==> src/rtl/irq_group_pkg.sv <==
package irq_group_pkg;

    localparam int GRP_WIN_BASE = 'h80;
    localparam int PRIV_IRQS    = 32;
    localparam int PRIV_BYTES   = PRIV_IRQS / 8;

    typedef struct packed {
        logic       hit;
        logic       ok;
        logic       bad;
        logic       priv;
        logic [6:0] byte_idx;
    } grp_dec_t;

    typedef struct packed {
        logic       valid;
        logic [7:0] rdata;
        logic       bad;
    } grp_rsp_t;

endpackage

==> src/rtl/irq_group_decode.sv <==
module irq_group_decode
    import irq_group_pkg::*;
#(
    parameter int N_IRQ = 96,
    parameter int OFS_W = 12,
    parameter int NUM_W = 7
) (
    input  logic [OFS_W-1:0] offset,
    input  logic [1:0]       rev,
    input  logic             sec_ext,
    input  logic             secure,
    input  logic [NUM_W-1:0] num_irq,
    output grp_dec_t         dec
);

    localparam logic [OFS_W-8:0] WIN_TAG = (OFS_W-7)'(GRP_WIN_BASE >> 7);

    logic groups_on;
    int   limit;
    int   first_id;

    always_comb begin
        groups_on    = (rev == 2'd2) || ((rev == 2'd1) && sec_ext);
        dec.hit      = (offset[OFS_W-1:7] == WIN_TAG);
        dec.byte_idx = offset[6:0];
        dec.ok       = groups_on && !(sec_ext && !secure);
        dec.priv     = (int'(offset[6:0]) < PRIV_BYTES);
        limit        = (int'(num_irq) > N_IRQ) ? N_IRQ : int'(num_irq);
        first_id     = int'(offset[6:0]) * 8;
        dec.bad      = dec.hit && dec.ok && (first_id >= limit);
    end

endmodule

==> src/rtl/irq_group_store.sv <==
module irq_group_store
    import irq_group_pkg::*;
#(
    parameter int N_CPU = 4,
    parameter int N_IRQ = 96,
    parameter int CPU_W = 2
) (
    input  logic                   clk,
    input  logic                   rst_n,
    input  logic                   wr_en,
    input  logic [6:0]             byte_idx,
    input  logic [CPU_W-1:0]       cpu,
    input  logic [7:0]             wdata,
    output logic [7:0]             rd_byte,
    output logic [N_CPU*N_IRQ-1:0] grp_vec
);

    localparam int N_BYTES   = N_IRQ / 8;
    localparam int SHR_BYTES = N_BYTES - PRIV_BYTES;

    logic [7:0] priv_d [N_CPU][PRIV_BYTES];
    logic [7:0] priv_q [N_CPU][PRIV_BYTES];
    logic [7:0] shr_d  [SHR_BYTES];
    logic [7:0] shr_q  [SHR_BYTES];

    always_comb begin
        priv_d  = priv_q;
        shr_d   = shr_q;
        rd_byte = 8'h00;
        for (int c = 0; c < N_CPU; c++) begin
            for (int b = 0; b < PRIV_BYTES; b++) begin
                if ((int'(cpu) == c) && (int'(byte_idx) == b)) begin
                    rd_byte = priv_q[c][b];
                    if (wr_en) priv_d[c][b] = wdata;
                end
            end
        end
        for (int j = 0; j < SHR_BYTES; j++) begin
            if (int'(byte_idx) == j + PRIV_BYTES) begin
                rd_byte = shr_q[j];
                if (wr_en) shr_d[j] = wdata;
            end
        end
    end

    always_ff @(posedge clk or negedge rst_n) begin
        if (!rst_n) begin
            for (int c = 0; c < N_CPU; c++)
                for (int b = 0; b < PRIV_BYTES; b++)
                    priv_q[c][b] <= 8'h00;
            for (int j = 0; j < SHR_BYTES; j++)
                shr_q[j] <= 8'h00;
        end else begin
            priv_q <= priv_d;
            shr_q  <= shr_d;
        end
    end

    for (genvar c = 0; c < N_CPU; c++) begin : g_cpu
        for (genvar i = 0; i < PRIV_IRQS; i++) begin : g_priv
            assign grp_vec[c*N_IRQ + i] = priv_q[c][i/8][i%8];
        end
        for (genvar i = PRIV_IRQS; i < N_IRQ; i++) begin : g_shr
            assign grp_vec[c*N_IRQ + i] = shr_q[(i-PRIV_IRQS)/8][(i-PRIV_IRQS)%8];
        end
    end

endmodule

==> src/rtl/irq_group_bank.sv <==
module irq_group_bank
    import irq_group_pkg::*;
#(
    parameter int N_CPU = 4,
    parameter int N_IRQ = 96,
    parameter int OFS_W = 12,
    parameter int NUM_W = $clog2(N_IRQ + 1),
    parameter int CPU_W = (N_CPU > 1) ? $clog2(N_CPU) : 1
) (
    input  logic                   clk,
    input  logic                   rst_n,
    input  logic [1:0]             cfg_rev,
    input  logic                   cfg_sec_ext,
    input  logic [NUM_W-1:0]       cfg_num_irq,
    input  logic                   req_valid,
    input  logic                   req_write,
    input  logic [OFS_W-1:0]       req_offset,
    input  logic [7:0]             req_wdata,
    input  logic                   req_secure,
    input  logic [CPU_W-1:0]       req_cpu,
    output logic                   rsp_valid,
    output logic [7:0]             rsp_rdata,
    output logic                   rsp_bad,
    output logic [N_CPU*N_IRQ-1:0] grp_vec
);

    grp_dec_t   dec;
    grp_rsp_t   rsp_d, rsp_q;
    logic       take;
    logic       wr_en;
    logic [7:0] rd_byte;

    irq_group_decode #(
        .N_IRQ(N_IRQ), .OFS_W(OFS_W), .NUM_W(NUM_W)
    ) u_decode (
        .offset  (req_offset),
        .rev     (cfg_rev),
        .sec_ext (cfg_sec_ext),
        .secure  (req_secure),
        .num_irq (cfg_num_irq),
        .dec     (dec)
    );

    irq_group_store #(
        .N_CPU(N_CPU), .N_IRQ(N_IRQ), .CPU_W(CPU_W)
    ) u_store (
        .clk      (clk),
        .rst_n    (rst_n),
        .wr_en    (wr_en),
        .byte_idx (dec.byte_idx),
        .cpu      (req_cpu),
        .wdata    (req_wdata),
        .rd_byte  (rd_byte),
        .grp_vec  (grp_vec)
    );

    always_comb begin
        take        = req_valid && dec.hit && dec.ok && !dec.bad;
        wr_en       = take && req_write;
        rsp_d       = '0;
        rsp_d.valid = req_valid;
        rsp_d.bad   = req_valid && dec.bad;
        if (take && !req_write) rsp_d.rdata = rd_byte;
    end

    always_ff @(posedge clk or negedge rst_n) begin
        if (!rst_n) rsp_q <= '0;
        else        rsp_q <= rsp_d;
    end

    assign rsp_valid = rsp_q.valid;
    assign rsp_rdata = rsp_q.rdata;
    assign rsp_bad   = rsp_q.bad;

endmodule

==> config.mk <==
export PLATFORM = sky130hd
export DESIGN_NAME = irq_group_bank
export DESIGN_NICKNAME = d
export VERILOG_FILES = /design/src/rtl/irq_group_pkg.sv /design/src/rtl/irq_group_decode.sv /design/src/rtl/irq_group_store.sv /design/src/rtl/irq_group_bank.sv
export SDC_FILE = /design/constraint.sdc
export NUM_CORES = 1
export LEC_CHECK = 0
export CAP_MARGIN = 20
export CORE_AREA = 2 2 168 170
export DETAILED_ROUTE_END_ITERATION = 10
export DIE_AREA = 0 0 170 172
export DONT_BUFFER_PORTS = 1
export PLACE_DENSITY = 0.66
export SLEW_MARGIN = 30
export SYNTH_ARGS = -nofsm -noshare
export SYNTH_HDL_FRONTEND = slang
export SYNTH_HIERARCHICAL = 1
export SYNTH_SLANG_ARGS = --single-unit
==> constraint.sdc <==
create_clock -name clk -period 4.64 [get_ports clk]
set_clock_uncertainty 0.15 [all_clocks]
set_input_delay 0.232 -clock clk [delete_from_list [all_inputs] [get_ports clk]]
set_output_delay 0.232 -clock clk [all_outputs]
set_load 0.03 [all_outputs]
=== Yosys cells after proc, flatten, opt, wreduce, memory -nomap -nowiden ===
Index checks and enable logic that the tools add are counted.

* Output and inout port bits: 394
* Register bits after elaboration: 202
* Input bits: 37
* Logic and storage cells: 130

* Equality and inequality tests: 17
* $lt $le $gt $ge: 2
* Mux-type cells: 26
* Reduce and logical (&&, ||, !) cells: 58

{| class="wikitable"
|+ Operators by type and width
! kind !! count
|-
| $mux W8 || 25
|-
| $reduce_and A2 Y1 || 24
|-
| $ge A11 B32 Y1 || 1
|-
| $eq A7 B4 Y1 const B || 4
|-
| $eq A7 B5 Y1 const B || 4
|-
| $logic_and A1 B1 Y1 || 27
|-
| $eq A7 B3 Y1 const B || 2
|-
| $eq A7 B2 Y1 const B || 1
|-
| $gt A7 B7 Y1 const B || 1
|-
| $logic_not A7 Y1 || 1
|-
| $mux W7 || 1
|-
| $eq A2 B2 Y1 const B || 3
|-
| $eq A5 B1 Y1 const B || 1
|-
| $eq A2 B1 Y1 const B || 2
|-
| $logic_not A1 Y1 || 4
|-
| $logic_not A2 Y1 || 1
|-
| $logic_or A1 B1 Y1 || 1
|}

=== Logic depth before layout (Yosys ltp) ===
* Word-level depth: 27
* Depth in mapped cells: 13
* Depth with buffers taken out: 12

=== Modules after synthesis ===
Netlist, hierarchy kept.

{| class="wikitable"
|+ Modules (own cells, without submodules)
! module !! times used !! area an instance (um2) !! cells an instance
|-
| irq_group_store || 1 || 10,881.7 || 967
|-
| irq_group_bank || 1 || 411.6 || 33
|-
| irq_group_decode || 1 || 220.2 || 33
|}

=== Least setup slack after synthesis ===
OpenSTA, ideal clock, no wires.

* Kind: input -> register
* From: in cfg_num_irq[5]
* To: reg u_store.priv_q, in the netlist u_store/grp_vec[216]
* Setup time: 0.125 ns
* Data arrival time: 2.474 ns
* Stages on the path: 12
* Buffers on the path: 1
* Path slack: 1.892 ns
* Path through: nand2_1 > nand2_1 > ha_1 > or4b_1 > a31oi_1 > o21ai_1 > a21oi_1 > nor3_1 > and3_1 > clkbuf_1 > nand2_1 > mux2_2

{| class="wikitable"
|+ RTL lines
! item !! line !! RTL
|-
| start, declared || irq_group_bank.sv:14 || <nowiki>input logic [NUM_W-1:0] cfg_num_irq,</nowiki>
|-
| end signal, assigned || irq_group_store.sv:54 || <nowiki>priv_q <= priv_d;</nowiki>
|-
| end, declared || irq_group_store.sv:22 || <nowiki>logic [7:0] priv_q [N_CPU][PRIV_BYTES];</nowiki>
|}

==> reports/qor.yml <==
cts_buffers: 23
via_per_inst: 6.089
placementRows: 61
grt-busiest-layer: "met2"
vdd_drop_max_mv: 0.2400
hold_class: "input port to asynchronous set/reset pin"
violations: "negative hold slack"
synth.avg_cell_area_um2: 11.15
antenna_found_initial: 0
cp.arrival_ns: 4.40
setup_viol: 0
cts_setup_buffers: 0
vias: 7544
design_area_um2: 11550
io_buffers: 0
grt_pass1_vias: 7607
synthesis.nets: 1073
finalCritPeriodShare: 0.8937
max_freq_ghz: 0.2411
crit_fanout: 9
grt_use_total: 0.2618
placed_area_um2: 10660
worst_pin_slew_ns: 0.9933
comb_power_share: 0.040
chipWidth_um: 170
final_common_cell: "mux2_2"
clkSinkCount: 202
cts_buffer_depth: 3
utilization: 0.4204
clk_pin_slew_ns: 0.06
reg2reg_depth: 8
gr-usage-met3: 0.09957
power.density_nw_per_um2: 320.1
whs_ns: -0.7319
antenna_left: 0
grt_max_degree: 203
tns_ns: 0
drc: 0
period_needed_ns: 4.147
dieArea_um2: 29240
power.leakage_uw: 0.005605
grt_pass1_wl_mm: 55.48
maxSlewViolCount: 0
drt_first_pass_iters: 5
clockRootBuffer: "clkbuf_16"
netlist_area_um2: 11510
seqPwrFrac: 0.477
drt-total-wl_mm: 39.39
worstSetupStartpoint: "req_offset[11]"
coreArea_um2: 27480
nets: 918
outcome: "finished with violations"
p_sw_uw: 825.1
place.gp.congestion: 0.8362
antenna_cells: 0
relSlewSlack: 0.3354
ios: 431
reg2reg_slack_ns: 2.10
clk_latency_ns: 0.52
drtIter0Drc: 563
worstPathRequired_ns: 4.89
dpl.hpwl_mm: 27.36
die_height_um: 172
met1_usage: 0.2855
yosys_warnings: 6
internal_power_uw: 2873
hold_buffers: 17
finalNonFillerCells: 1239
cts_max_level: 1
end_kind: "flop"
rsz0062_at_grt: "no"
wl_per_cell_um: 31.79
post_cts_resized: 0
area_growth_pct: 0.3585
r2r_end: "rsp_rdata[0]"
synth_cells: 1032
drv_cap: 0
hold_viol: 202
most-common-layout-cells: "mux2_2 (200), dfrtp_1 (197), buf_4 (59)"
r2r-start: "u_store/grp_vec[0]"
initial_core_util: 0.4189
gr-total-overflow: 0
met2_usage: 0.4735
power_uw: 3698
cts_tree: "done"
crit_type: "input port to flop"
drive_gt1_frac: 0.3819
dp.cells: 1181
swShare: 0.2232
cp-start-kind: "input port"
pwr-share-clk: 0.483
==> critical path, stage by stage <==
cell	delay, ns
dlygate4sd3_1	0.55
nor4_1	0.20
dlygate4sd3_1	0.62
nand2_2	0.18
nor3_1	0.71
nand2_1	0.15
nor2_1	0.76
mux2_2	0.41
dlygate4sd3_1	0.56
==> power groups by stage <==
stage	sequential, uW	combinational (uW)	clock, uW
2_1_floorplan	1800	131	0
3_3_place_gp	1800	101	0
3_5_place_dp	1800	102	0
4_1_cts	1770	145	1810
5_1_grt	1760	155	1890
6_report	1770	146	1790
==> cell type report <==
type,count,area (um^2)
fillers,2622,15930
flip-flops and latches,202,5061
multi-input cells,563,4679
clock buffers,33,673.1
repair buffers,76,593.1
well taps,346,432.9
clock inverters,8,68.82
inverters,11,41.29
==> state kept, by name, summed over array words and instances, names as in the netlist <==
| register | count |
|---|---|
| rsp_valid | 1 |
| u_store/grp_vec | 192 |
| rsp_rdata | 8 |
| rsp_bad | 1 |
==> stage by stage <==
stage	worst slack, ns	hold slack [ns]
after floorplan	1.892	-0.2136
after global placement	1.159	-0.2025
after detailed placement	1.200	-0.2023
after CTS	0.5372	-0.7421
after global routing	0.3273	-0.7504
final	0.4931	-0.7319
==> how the worst max path moves through the flow <==
stage | endpoint | slack (ns) | cells after the start
after floorplan | u_store/grp_vec[216] | 1.89 | 12
after global placement | u_store/grp_vec[41] | 1.16 | 11
after detailed placement | u_store/grp_vec[78] | 1.20 | 11
after CTS | u_store/grp_vec[84] | 0.54 | 9
after global routing | u_store/grp_vec[84] | 0.33 | 9
final | u_store/grp_vec[84] | 0.49 | 9
==> metal layers <==
metal  wire length, um  share of wire
met5                 0              0
met4              1156          0.029
met3              4516           0.11
met2             20260           0.51
met1             13460           0.34
Power figures use the tool's default switching activity.
